File: src/rtl/tap_link_switch.sv
module tap_link_switch (
  input  logic ptck,
  input  logic ptrst_n,
  input  logic ptms,
  input  logic ptdi,
  output logic ptdo,
  output logic ptdo_oe,
  input  logic stdi,
  output logic stck,
  output logic strst_n,
  output logic stms,
  output logic stdo,
  output logic stdo_oe,
  input  logic byp_n,
  input  logic cmd_reset,
  input  logic cmd_disconnect,
  input  logic cmd_multicast,
  input  logic cmd_connect,
  input  logic ack_active,
  input  logic ack_bit,
  output logic con_n,
  output logic st_tlr,
  output logic st_rti,
  output logic st_pdr,
  output logic st_pir
);

  typedef enum logic [3:0] {
    TLR, RTI, SEL_DR, CAP_DR, SH_DR, EX1_DR, PAU_DR, EX2_DR, UPD_DR,
    SEL_IR, CAP_IR, SH_IR, EX1_IR, PAU_IR, EX2_IR, UPD_IR
  } tap_e;

  typedef enum logic [1:0] {LK_RESET, LK_OFF, LK_ON, LK_MC} link_e;

  tap_e  tap_q, tap_d;
  link_e link_q, link_d;
  logic  held_q;

  always_comb begin
    unique case (tap_q)
      TLR:     tap_d = ptms ? TLR    : RTI;
      RTI:     tap_d = ptms ? SEL_DR : RTI;
      SEL_DR:  tap_d = ptms ? SEL_IR : CAP_DR;
      CAP_DR:  tap_d = ptms ? EX1_DR : SH_DR;
      SH_DR:   tap_d = ptms ? EX1_DR : SH_DR;
      EX1_DR:  tap_d = ptms ? UPD_DR : PAU_DR;
      PAU_DR:  tap_d = ptms ? EX2_DR : PAU_DR;
      EX2_DR:  tap_d = ptms ? UPD_DR : SH_DR;
      UPD_DR:  tap_d = ptms ? SEL_DR : RTI;
      SEL_IR:  tap_d = ptms ? TLR    : CAP_IR;
      CAP_IR:  tap_d = ptms ? EX1_IR : SH_IR;
      SH_IR:   tap_d = ptms ? EX1_IR : SH_IR;
      EX1_IR:  tap_d = ptms ? UPD_IR : PAU_IR;
      PAU_IR:  tap_d = ptms ? EX2_IR : PAU_IR;
      EX2_IR:  tap_d = ptms ? UPD_IR : SH_IR;
      default: tap_d = ptms ? SEL_DR : RTI;
    endcase
  end

  always_ff @(posedge ptck or negedge ptrst_n)
    if (!ptrst_n) tap_q <= TLR;
    else          tap_q <= tap_d;

  assign st_tlr = (tap_q == TLR);
  assign st_rti = (tap_q == RTI);
  assign st_pdr = (tap_q == PAU_DR);
  assign st_pir = (tap_q == PAU_IR);

  logic stable, pause, bypass, fwd, full, ack_on;
  assign stable = st_tlr | st_rti | st_pdr | st_pir;
  assign pause  = st_pdr | st_pir;
  assign bypass = ~byp_n;
  assign fwd    = bypass | (link_q == LK_ON) | (link_q == LK_MC);
  assign full   = bypass | (link_q == LK_ON);
  assign ack_on = byp_n & ack_active;

  always_comb begin
    link_d = link_q;
    if (byp_n && stable) begin
      if (cmd_reset)                   link_d = LK_RESET;
      else if (cmd_disconnect)         link_d = LK_OFF;
      else if (cmd_multicast && pause) link_d = LK_MC;
      else if (cmd_connect)            link_d = LK_ON;
    end
  end

  always_ff @(posedge ptck or negedge ptrst_n)
    if (!ptrst_n) link_q <= LK_RESET;
    else          link_q <= link_d;

  always_ff @(posedge ptck or negedge ptrst_n)
    if (!ptrst_n)  held_q <= 1'b1;
    else if (fwd)  held_q <= ptms;

  assign stck    = ptck;
  assign strst_n = ptrst_n;
  assign stms    = fwd ? ptms : ((link_q == LK_RESET) ? 1'b1 : held_q);
  assign stdo_oe = fwd;
  assign stdo    = fwd & ptdi;
  assign ptdo_oe = ack_on | full;
  assign ptdo    = ack_on ? ack_bit : (full & stdi);
  assign con_n   = ~fwd;

endmodule

File: config.mk
export PLATFORM = sky130hd
export DESIGN_NAME = tap_link_switch
export DESIGN_NICKNAME = d
export VERILOG_FILES = /design/src/rtl/tap_link_switch.sv
export SDC_FILE = /design/constraint.sdc
export NUM_CORES = 1
export LEC_CHECK = 0
export BUFFER_PORTS_ARGS = -buffer_cell sky130_fd_sc_hd__buf_2
export CAP_MARGIN = 10
export CORE_AREA = 2 2 42 48
export CTS_CLUSTER_DIAMETER = 80
export DETAILED_ROUTE_END_ITERATION = 8
export DIE_AREA = 0 0 44 50
export PLACE_DENSITY = 0.58
export SYNTH_ARGS = -nofsm -noshare
export SYNTH_HDL_FRONTEND = slang
export SYNTH_SLANG_ARGS = --single-unit
File: constraint.sdc
create_clock -name ptck -period 1.6 [get_ports ptck]
set_input_delay 0.24 -clock ptck [delete_from_list [all_inputs] [get_ports ptck]]
set_output_delay 0.24 -clock ptck [all_outputs]
set_load 0.03 [all_outputs]
# Yosys cells after proc, flatten, opt, wreduce, memory -nomap -nowiden
# Cells that the tools add are included.
# Widths: inputs -> output; s select.
[word_totals]
latch_bits = 0
regBits = 7
output_inout_bits = 12
ramBits = 0
in_bits = 12
romBits = 0
memories = 0
[classes]
n_eq_ne = 15
n_addsub = 0
n_div = 0
n_lt_le_gt_ge = 0
bitwise_logic = 12
mux = 20
shifts = 0
reduce_logical = 8
multipliers = 0
[op_table]
columns = ["operator", "n"]
rows = [
  ["$pmux 4 s11", 1],
  ["$eq 4x4->1 const B", 6],
  ["$eq 4x3->1 const B", 4],
  ["$mux 4", 4],
  ["$mux 2", 7],
  ["$eq 4x2->1 const B", 2],
  ["$or 1x1->1", 7],
  ["$mux 1", 6],
  ["$mux 3", 2],
  ["$eq 2x2->1 const B", 2],
  ["$eq 4x1->1 const B", 1],
  ["$logic_not 4->1", 1],
  ["$reduce_bool 4->1", 1],
  ["$reduce_or 2->1", 2],
  ["$and 1x1->1", 3],
  ["$logic_and 1x1->1", 2],
  ["$logic_not 2->1", 1],
  ["$not 1->1", 2],
  ["$reduce_and 2->1", 1],
]

# Longest topological paths before layout
# Gate-level depths: netlist of run 1.
[depth]
depth_word = 6
depth_mapped = 5

==> impl_metrics.sql, run 1 <==
INSERT INTO impl_metrics (metric_group, metric, value, unit) VALUES
('power', 'powerDensity', '2160', 'nW/um^2'),
('finish', 'final_core_util', '57.8', '%'),
('finish', 'drive_gt1_share', '50.9', '%'),
('logic_synthesis', 'yosysUniqueCellTypes', '35', ''),
('global_routing', 'use_met3', '3.66', '%'),
('cts', 'cts.reportedPaths.clkPinSlew', '60', 'ps'),
('placement', 'total_of_buffers_placed_on_input_and_output_ports', '23', ''),
('drt', 'drt_pass1_iterations', '4', ''),
('logic_synthesis', 'asyncSetResetFlopFracSynth', '100', '%'),
('logic_synthesis', 'yosys_warnings', '0', ''),
('logic_synthesis', 'synthDominantCellAreaShare', '26.2', '%'),
('timing', 'fmax', '614', 'MHz'),
('floorplan', 'die_w', '44', 'um'),
('power', 'static-leakage-power', '0.474', 'nW'),
('global_routing', 'global_route.usage.total', '16.4', '%'),
('finish', 'fill_cells', '174', ''),
('logic_synthesis', 'syn_nets', '85', ''),
('setup_path', 'worstSetupEndpointType', 'output pin', ''),
('floorplan', 'start_util', '33.3', '%'),
('logic_synthesis', 'syn-mean-instance-area', '7.85', 'sq um'),
('global_routing', 'grt_pass1_wl', '2460', 'um'),
('timing', 'timing.final.ws_setup', '-27.8', 'ps'),
('power', 'internal_power', '0.00121', 'W'),
('power', 'netSwitchingFraction', '43.9', '%'),
('logic_synthesis', 'yosys.area.top_type', 'dfrtp_1', ''),
('global_routing', 'grt_use_met1', '19.5', '%'),
('setup_path', 'worst_setup_path_start_kind', 'register', ''),
('setup_path', 'setup.worst_path.class', 'register to output pin', ''),
('floorplan', 'dieHeight', '50', 'um'),
('run_status', 'run_status', 'finished, violations left', ''),
('timing', 'grt_setup_unrepaired', 'yes', ''),
('setup_path', 'required', '1360', 'ps'),
('logic_synthesis', 'dominantRegCellSynth', 'dfrtp_1', ''),
('timing', 'setup-violations-final', '2', ''),
('finish', 'multiInputGateArea', '414', 'sq um'),
('timing', 'maxSlewHeadroom', '81.8', '%'),
('cts', 'worst_skew_pair.late_latency', '360', 'ps'),
('floorplan', 'pin_count', '24', ''),
('timing', 'finalCriticalPeriod', '1630', 'ps'),
('finish', 'finalInstanceArea', '996', 'sq um'),
('timing', 'setup_total_negative_slack', '-39.0', 'ps'),
('finish', 'num_antenna_cells', '0', ''),
('run_status', 'failed_checks', 'setup timing', ''),
('drt', 'wl_per_cell', '13.7', 'um'),
('placement', 'gp_congestion', '0.752', ''),
('finish', 'layout.area.seq', '178', 'sq um'),
('power', 'seq_power_share', '16.3', '%'),
('global_routing', 'vias_in_the_first_global_route', '566', ''),
('hold_path', 'hold_path.class', 'primary input to register', ''),
('global_routing', 'top_usage_layer', 'met2', ''),
('power', 'switching_power', '0.000945', 'W'),
('logic_synthesis', 'ffs_latches_synth', '7', ''),
('timing', 'final-max-slew-violation-count', '0', ''),
('logic_synthesis', 'netlist_top_cells_count', 'nand2_1, o21ai_0, dfrtp_1', ''),
('floorplan', 'core-area', '1720', 'sq um'),
('drt', 'drt-vias-per-instance', '5.39', ''),
('logic_synthesis', 'mappedNetlistArea', '573', 'sq um'),
('logic_synthesis', 'synth_seq_area_share', '30.8', '%'),
('global_routing', 'grt_start_max_net_pins', '20', ''),
('power', 'share_comb_of_total_power', '68.1', '%'),
('setup_path', 'crit_fanout', '6', ''),
('finish', 'area.growth.synth_to_final', '73.8', '%'),
('timing', 'min_period_over_period', '102', '%'),
('timing', 'hold_slack', '95.4', 'ps'),
('timing', 'max_slew.worst_pin.slew', '273', 'ps'),
('drt', 'detailroute.via_count', '711', ''),
('setup_path', 'critical_path_arrival', '1390', 'ps'),
('logic_synthesis', 'synth_cells', '73', ''),
('drt', 'drtIter0Drc', '6', ''),
('cts', 'cts_tree', 'yes', ''),
('logic_synthesis', 'synth-edff-count', '0', '');
routing by layer:
metal	vias to the layer above	part of all wire (%)
met4	0	0.83
met3	2	6.4
met5	-	0
li1	346	-
met1	330	41
met2	33	52
state kept, by name (all words and copies together), names as in the netlist:
register and flops:
tap_q 4, link_q 2, held_q 1
power by group through the flow:
| stage | Combinational [W] | Clock (W) | Sequential, W |
|---|---|---|---|
| 2_1_floorplan | 0.000703 | 0.0000936 | 0.000326 |
| 3_3_place_gp | 0.000940 | 0.0000788 | 0.000336 |
| 3_5_place_dp | 0.000950 | 0.0000788 | 0.000338 |
| 4_1_cts | 0.00114 | 0.000349 | 0.000326 |
| 5_1_grt | 0.00157 | 0.000373 | 0.000361 |
| 6_report | 0.00147 | 0.000337 | 0.000351 |
what timing repair did:
| item | 4_1_cts | 5_1_grt |
|---|---|---|
| gates resized for setup | 9 | 20 |
| pin swaps | 2 | 5 |
| endpoints found under the hold margin | 7 | 0 |
| endpoints found under the setup margin | 6 | 8 |
| setup buffers | 6 | 6 |
| hold buffers | 1 | 0 |
area by class of cell:
cell class / instances / area share [%]
Clock buffer: 8 / 5.40
Inverter: 5 / 1.88
Multi-Input combinational cell: 54 / 41.6
Sequential cell: 7 / 17.8
Tap cell: 18 / 2.26
Timing Repair Buffer: 40 / 31.0
placed cells by master (no fill, tap or decap), types with 4 or more instances in the layout:
cell type,Yosys,layout
inv_1,5,5
clkbuf_4,0,6
o21ai_0,7,6
buf_2,0,17
dfrtp_1,6,5
buf_4,2,13
nand2_1,7,7
buf_6,0,9
a21oi_1,4,4
path summary, 6_finish.rpt:
path	depth (start not counted)	slack, ps	startpoint	to
max in group asynchronous	2	1110	ptrst_n	held_q$_DFFE_PN1N_
max reg2reg	6	80	tap_q[0]$_DFF_PN0_	link_q[0]$_DFFE_PN0P_
max	4	-30	tap_q[0]$_DFF_PN0_	st_pir
min reg2reg	2	500	held_q$_DFFE_PN1N_	held_q$_DFFE_PN1N_
min	2	100	cmd_reset	link_q[0]$_DFFE_PN0P_
min in group asynchronous	2	250	ptrst_n	link_q[1]$_DFFE_PN0P_
critical path, cell delays in order, from the launching register on:
cell and delay (ps):
dfrtp_1 410, buf_6 160, buf_4 140, and4b_1 190, buf_6 140
cell families (layout without fill, tap and decap cells):
| kind of cell | Yosys count | in the layout | synth area share, % |
|---|---|---|---|
| buffers and inverters | 12 | 53 | 9.17 |
| AOI/OAI and AO/OA | 28 | 28 | 34.3 |
| DFF | 7 | 7 | 30.8 |
| and+or+nand+nor | 26 | 26 | 25.8 |
per-stage QoR:
stage	total power [W]	setup WS, ps
2_1_floorplan	0.00112	-65.9
3_3_place_gp	0.00135	127
3_5_place_dp	0.00137	92.1
4_1_cts	0.00181	-25.8
5_1_grt	0.00230	-81.4
6_report	0.00215	-27.8
Power figures use the tool's default switching activity.
==> run 2, diff against run 1 <==
--- a/config.mk
+++ b/config.mk
@@ -7,11 +7,11 @@
 export LEC_CHECK = 0
 export BUFFER_PORTS_ARGS = -buffer_cell sky130_fd_sc_hd__buf_2
 export CAP_MARGIN = 10
-export CORE_AREA = 2 2 42 48
+export CORE_AREA = 2 2 39 41
 export CTS_CLUSTER_DIAMETER = 80
 export DETAILED_ROUTE_END_ITERATION = 8
-export DIE_AREA = 0 0 44 50
-export PLACE_DENSITY = 0.58
+export DIE_AREA = 0 0 41 43
+export PLACE_DENSITY = 0.72
 export SYNTH_ARGS = -nofsm -noshare
 export SYNTH_HDL_FRONTEND = slang
 export SYNTH_SLANG_ARGS = --single-unit
==> run 2 against run 1 <==
The flow still finishes with violations (setup timing). Fmax is 0.48% lower. Core utilization is 13 points higher. First-iteration DRC count is 17% higher. Sequential share of layout area is 0.15 points higher. Sequential power is 3% lower. Sequential cell count stayed put. Cell area is 1.5% lower. Register-to-register slack hardly changed. Clock power is 4% higher. Via count is 3.8% higher. Critical path depth is 1 lower. Count of clock-buffer cells in the layout is 1 lower. Largest power group unchanged. Highest routed layer unchanged.
==> impl_metrics.sql, run 2 (synthesis results as in run 1) <==
INSERT INTO impl_metrics (metric_group, metric, value, unit) VALUES
('placement', 'total_of_buffers_placed_on_input_and_output_ports', '23', ''),
('finish', 'flip_flop_count_of_the_largest_register_all_copies_and_words_added', '4', ''),
('drt', 'drcViolationCount', '0', ''),
('global_routing', 'grt_antenna_before_repair', '0', ''),
('drt', 'wl_met1', '739', 'um'),
('timing', 'setup-violations-final', '3', ''),
('finish', 'final_cell_count_no_fill', '132', ''),
('power', 'part_of_the_power_in_the_clock_network', '16.5', '%'),
('finish', 'nets', '129', ''),
('placement', 'place_worst_setup_slack', '67.9', 'ps'),
('setup_path', 'worst_stage_delay_on_the_critical_path', '410', 'ps'),
('global_routing', 'grt_start_max_net_pins', '13', ''),
('drt', 'detailroute.via_count', '738', ''),
('power', 'internal_power', '0.00118', 'W'),
('placement', 'post-place-cells', '109', ''),
('drt', 'ant_nets', '0', ''),
('drt', 'drtIter0Drc', '7', ''),
('run_status', 'failed_checks', 'setup timing', ''),
('finish', 'num_antenna_cells', '0', ''),
('setup_path', 'worst_setup_path_start_kind', 'register', ''),
('timing', 'clock-skew-final', '13.8', 'ps'),
('global_routing', 'grt_pass1_wl', '2680', 'um'),
('hold_path', 'worst_hold_path.num_cells', '2', ''),
('run_status', 'run_status', 'finished, violations left', ''),
('setup_path', 'worstPathCellList', 'buf_6 -> nor4b_2 -> buf_4', ''),
('power', 'share_comb_of_total_power', '67.5', '%'),
('timing', 'report.final.hold_viol_count', '0', ''),
('placement', 'dp.final_hpwl', '991', 'um'),
('power', 'powerDensity', '2180', 'nW/um^2'),
('global_routing', 'vias_in_the_first_global_route', '680', ''),
('power', 'seq_power_share', '16.0', '%'),
('timing', 'final-max-slew-violation-count', '0', ''),
('floorplan', 'placementRows', '14', ''),
('drt', 'top_layer_used', 'met4', ''),
('timing', 'min_period_over_period', '102', '%'),
('setup_path', 'critical_path_arrival', '1400', 'ps'),
('setup_path', 'worstSetupEndpointType', 'output pin', ''),
('setup_path', 'worst-r2r-cell-count', '5', ''),
('floorplan', 'pin_count', '24', ''),
('timing', 'max_slew.worst_pin.slew', '279', 'ps'),
('drt', 'drt_wl_total', '1830', 'um'),
('setup_path', 'required', '1360', 'ps'),
('setup_path', 'crit_fanout', '8', ''),
('timing', 'grt_setup_unrepaired', 'yes', ''),
('floorplan', 'dieHeight', '43', 'um'),
('global_routing', 'global_route.usage.total', '22.4', '%'),
('floorplan', 'floorplan.die_area', '1760', 'sq um'),
('drt', 'drt-vias-per-instance', '5.59', ''),
('power', 'netSwitchingFraction', '44.8', '%'),
('drt', 'drt_pass1_iterations', '4', ''),
('setup_path', 'setup.worst_path.class', 'register to output pin', ''),
('timing', 'maxSlewHeadroom', '81.4', '%'),
('cts', 'worst_skew_pair.late_latency', '380', 'ps'),
('finish', 'registers.top_by_ff_count', 'tap_q', ''),
('finish', 'layout_top_registers', 'tap_q x4, link_q x2, held_q x1', ''),
('drt', 'dr_wl_met2', '968', 'um'),
('timing', 'timing.final.ws_setup', '-35.6', 'ps'),
('placement', 'gp_congestion', '0.794', ''),
('hold_path', 'hold_path.class', 'primary input to register', ''),
('power', 'switching_power', '0.000955', 'W'),
('global_routing', 'gr-total-overflow', '0', ''),
('power', 'report.power.total', '0.00213', 'W'),
('power', 'irDropWorstVdd', '1.21', 'mV'),
('timing', 'fmax', '611', 'MHz'),
('cts', 'cts_tree', 'yes', ''),
('placement', 'postPlaceCellArea', '722', 'sq um'),
('drt', 'met3_wirelength', '120', 'um'),
('finish', 'finalInstanceArea', '981', 'sq um'),
('timing', 'finalCriticalPeriod', '1640', 'ps'),
('power', 'static-leakage-power', '0.477', 'nW'),
('cts', 'cts.reportedPaths.clkPinSlew', '60', 'ps'),
('floorplan', 'start_util', '41.4', '%'),
('finish', 'drive_gt1_share', '52.6', '%'),
('floorplan', 'core-area', '1380', 'sq um'),
('floorplan', 'die_w', '41', 'um'),
('setup_path', 'worst_path_max_delay_cell', 'dfrtp_1', ''),
('drt', 'wl_per_cell', '13.9', 'um'),
('finish', 'area.growth.synth_to_final', '71.2', '%'),
('finish', 'most_common_cell_after_layout_fill_and_taps_aside', 'buf_2', ''),
('run', 'cap_viol_max_count', '0', ''),
('finish', 'most_frequent_cells_in_the_layout', 'buf_2, buf_4, nand2_1, buf_6', '');
run 2: final cells by class:
cell class / count / area, sq um
clock buffer: 7 / 50.0
tap: 16 / 20.0
clock inverter: 1 / 5.00
timing repair buffer: 42 / 302
multi-input combinational: 54 / 409
inverter: 5 / 18.8
fill: 112 / 403
sequential: 7 / 176
run 2: worst max-delay path: cells and delay by family (launching register included):
| kind | cells | cell delay [ps] |
|---|---|---|
| flops | 1 | 410 |
| buf+inv | 2 | 360 |
| simple gates | 1 | 250 |
run 2: what timing repair did:
| action | in CTS | in global routing |
|---|---|---|
| pin swaps | 1 | 4 |
| hold buffers | 1 | 0 |
| resized for setup | 13 | 11 |
| endpoints found under the setup margin | 6 | 8 |
| endpoints found under the hold margin | 7 | 0 |
| gates cloned | 0 | 1 |
| buffers inserted | 9 | 5 |
run 2: path summary, 6_finish.rpt:
kind                                          from                     to  slack [ps]
worst max-delay path            tap_q[3]$_DFF_PN0_                 st_rti         -40
min in group asynchronous                  ptrst_n     tap_q[0]$_DFF_PN0_         230
max in group asynchronous                  ptrst_n     held_q$_DFFE_PN1N_        1120
worst min-delay path                     cmd_reset  link_q[0]$_DFFE_PN0P_          70
worst max register to register  tap_q[1]$_DFF_PN0_  link_q[1]$_DFFE_PN0P_          70
worst min register to register  held_q$_DFFE_PN1N_     held_q$_DFFE_PN1N_         510
run 2: metrics by stage:
step	util, %	hold slack, ps	setup TNS (ps)
6_report	70.9	65.1	-56.7
5_1_grt	70.9	73.7	-352
4_1_cts	64.5	60.6	-25.4
3_5_place_dp	52.2	91.2	0
3_3_place_gp	52.2	89.3	0
2_1_floorplan	-	-55.6	-130
run 2: power by group through the flow:
stage                     logic [W]  clock network (W)  registers (W)
final                       0.00144           0.000352       0.000341
after detailed placement   0.000935          0.0000788       0.000329
after global routing        0.00156           0.000375       0.000346
after CTS                   0.00121           0.000352       0.000327
after floorplan            0.000703          0.0000936       0.000326
after global placement     0.000917          0.0000788       0.000328
run 2: layer usage:
layer	up-vias	global-route usage (%)
met5	-	0
met4	0	10.0
met3	2	6.81
met2	28	35.6
met1	359	26.2
li1	349	-
==> run 3, diff against run 2 <==
--- a/config.mk
+++ b/config.mk
@@ -8,6 +8,7 @@
 export BUFFER_PORTS_ARGS = -buffer_cell sky130_fd_sc_hd__buf_2
 export CAP_MARGIN = 10
 export CORE_AREA = 2 2 39 41
+export CTS_BUF_LIST = sky130_fd_sc_hd__clkbuf_8
 export CTS_CLUSTER_DIAMETER = 80
 export DETAILED_ROUTE_END_ITERATION = 8
 export DIE_AREA = 0 0 41 43
==> run 3 against run 2 <==
Highest routed layer unchanged. Die area unchanged. Fmax grew 3.5%. First-iteration DRC count increased to 2.6 times the previous value. Power is 3.6% higher. Final cell count decreased by 2.3%. Sequential cell count unchanged. Non-clock buffer count decreased by 3. Sequential power down 4%. Critical path depth is the same. The flow now finishes without violations. Count of clock-buffer cells in the layout did not move. Routed wire length fell by 3.5%.
==> impl_metrics.sql, run 3 (synthesis results as in run 1) <==
INSERT INTO impl_metrics (metric_group, metric, value, unit) VALUES
('placement', 'total_of_buffers_placed_on_input_and_output_ports', '23', ''),
('setup_path', 'r2r_setup_slack', '130', 'ps'),
('placement', 'post-place-cells', '109', ''),
('global_routing', 'grt_antenna_before_repair', '0', ''),
('timing', 'fmax', '633', 'MHz'),
('global_routing', 'global_route.usage.total', '24.2', '%'),
('setup_path', 'setup.worst_path.class', 'register to output pin', ''),
('cts', 'worst_skew_pair.late_latency', '350', 'ps'),
('timing', 'maxSlewHeadroom', '81.6', '%'),
('timing', 'final-max-slew-violation-count', '0', ''),
('finish', 'area.growth.synth_to_final', '71.2', '%'),
('placement', 'place_worst_setup_slack', '67.9', 'ps'),
('floorplan', 'dieHeight', '43', 'um'),
('timing', 'grt_setup_unrepaired', 'yes', ''),
('floorplan', 'pin_count', '24', ''),
('drt', 'wl_per_cell', '13.7', 'um'),
('finish', 'most_common_cell_after_layout_fill_and_taps_aside', 'buf_2', ''),
('drt', 'drt-vias-per-instance', '5.64', ''),
('timing', 'timing.final.ws_setup', '19.7', 'ps'),
('setup_path', 'worstSetupEndpointType', 'output pin', ''),
('drt', 'drt_wl_total', '1770', 'um'),
('finish', 'final_cell_count_no_fill', '129', ''),
('finish', 'num_antenna_cells', '0', ''),
('global_routing', 'vias_in_the_first_global_route', '661', ''),
('drt', 'drt_pass1_iterations', '4', ''),
('drt', 'ant_nets', '0', ''),
('hold_path', 'hold_path.class', 'primary input to register', ''),
('placement', 'gp_congestion', '0.794', ''),
('run_status', 'run_status', 'complete, no violations', ''),
('cts', 'cts_tree', 'yes', ''),
('timing', 'report.final.hold_viol_count', '0', ''),
('finish', 'nets', '126', ''),
('power', 'report.power.total', '0.00221', 'W'),
('global_routing', 'grt_start_max_net_pins', '16', ''),
('setup_path', 'worst_setup_path_start_kind', 'register', ''),
('finish', 'registers.top_by_ff_count', 'tap_q', ''),
('floorplan', 'die_w', '41', 'um'),
('floorplan', 'floorplan.die_area', '1760', 'sq um'),
('power', 'irDropWorstVdd', '1.19', 'mV'),
('power', 'static-leakage-power', '0.473', 'nW'),
('hold_path', 'hold_path.startpoint', 'cmd_reset', ''),
('setup_path', 'critical_path_arrival', '1340', 'ps'),
('timing', 'max_slew.worst_pin.slew', '275', 'ps'),
('hold_path', 'sink_of_the_worst_hold_path', 'link_q[0]$_DFFE_PN0P_', ''),
('setup_path', 'rr_startpoint', 'tap_q[3]$_DFF_PN0_', ''),
('timing', 'setup-violations-final', '0', ''),
('hold_path', 'worst_hold_path.num_cells', '2', ''),
('setup_path', 'worstReg2RegEnd', 'link_q[1]$_DFFE_PN0P_', ''),
('timing', 'min_period_over_period', '98.8', '%'),
('cts', 'cts.reportedPaths.clkPinSlew', '40', 'ps'),
('floorplan', 'start_util', '41.4', '%'),
('timing', 'hold_slack', '101', 'ps'),
('floorplan', 'core-area', '1380', 'sq um'),
('setup_path', 'worst-r2r-cell-count', '6', ''),
('global_routing', 'gr-total-overflow', '0', ''),
('setup_path', 'crit_fanout', '5', ''),
('drt', 'drtIter0Drc', '18', ''),
('setup_path', 'required', '1360', 'ps'),
('timing', 'clock-skew-final', '5.58', 'ps'),
('finish', 'layout_top_registers', 'tap_q x4, link_q x2, held_q x1', ''),
('drt', 'detailroute.via_count', '727', ''),
('global_routing', 'grt_pass1_wl', '2650', 'um'),
('floorplan', 'placementRows', '14', ''),
('timing', 'setup_total_negative_slack', '0', 'ps'),
('placement', 'dp.final_hpwl', '991', 'um'),
('finish', 'drive_gt1_share', '49.6', '%'),
('power', 'powerDensity', '2250', 'nW/um^2'),
('finish', 'most_frequent_cells_in_the_layout', 'buf_2, buf_4, nand2_1', ''),
('drt', 'drcViolationCount', '0', ''),
('finish', 'flip_flop_count_of_the_largest_register_all_copies_and_words_added', '4', ''),
('timing', 'finalCriticalPeriod', '1580', 'ps'),
('run', 'cap_viol_max_count', '0', '');
==> run 3: cell types whose count changed in the layout (fill, tap and decap cells not counted), sizes merged <==
cell  delta
buf      -3
==> run 3: worst max path at each step <==
stage                            endpoint  slack (ps)                from  cells after the start
floorplan                          st_rti         -70  tap_q[3]$_DFF_PN0_                      3
global placement    link_q[1]$_DFFE_PN0P_         110  tap_q[3]$_DFF_PN0_                      4
detailed placement  link_q[1]$_DFFE_PN0P_          70  tap_q[3]$_DFF_PN0_                      4
CTS                                st_rti          20  tap_q[1]$_DFF_PN0_                      3
global route                       st_pdr         -30  tap_q[1]$_DFF_PN0_                      4
finish                             st_rti          20  tap_q[1]$_DFF_PN0_                      3
==> run 3: report_power, final <==
part	switching, W	internal (W)	total [W]	leakage, nW
Combinational	0.000697	0.000659	0.00136	0.339
Clock	0.000182	0.000346	0.000528	0.0510
Sequential	0.0000592	0.000268	0.000328	0.0829
Total	0.000938	0.00127	0.00221	0.473
==> run 3: stage by stage <==
step	utilization, %	cell area [sq um]
3_3_place_gp	52.2	722
6_report	70.9	981
2_1_floorplan	-	591
3_5_place_dp	52.2	722
4_1_cts	66.6	922
5_1_grt	70.9	981
==> run 3: layout make-up <==
| class | count | area (sq um) |
|---|---|---|
| well taps | 16 | 20.0 |
| flip-flops and latches | 7 | 176 |
| clock buffers | 7 | 87.6 |
| repair buffers | 39 | 275 |
| inverters | 5 | 18.8 |
| multi-input cells | 54 | 398 |
| fillers | 113 | 403 |
| clock inverters | 1 | 5.00 |
==> run 3: critical path: stages, from the launching register on <==
cell	delay, ps
dfrtp_1	390
buf_6	150
nor4b_2	260
buf_4	200
==> run 3: repair_timing <==
action | 4_1_cts | 5_1_grt
setup buffers | 8 | 3
hold buffers | 1 | 0
pin swaps | 1 | 2
hold endpoints to repair | 7 | 0
setup endpoints to repair | 5 | 8
resized for setup | 12 | 9
cloned | 1 | 0
==> run 3: routing by layer <==
metal / track usage (%) / up-vias / share of wire (%)
met3: 11.5 / 7 / 8.5
met4: 22.0 / 0 / 3.3
li1: - / 342 / -
met1: 24.9 / 345 / 40
met5: 0 / - / 0
met2: 34.1 / 33 / 48
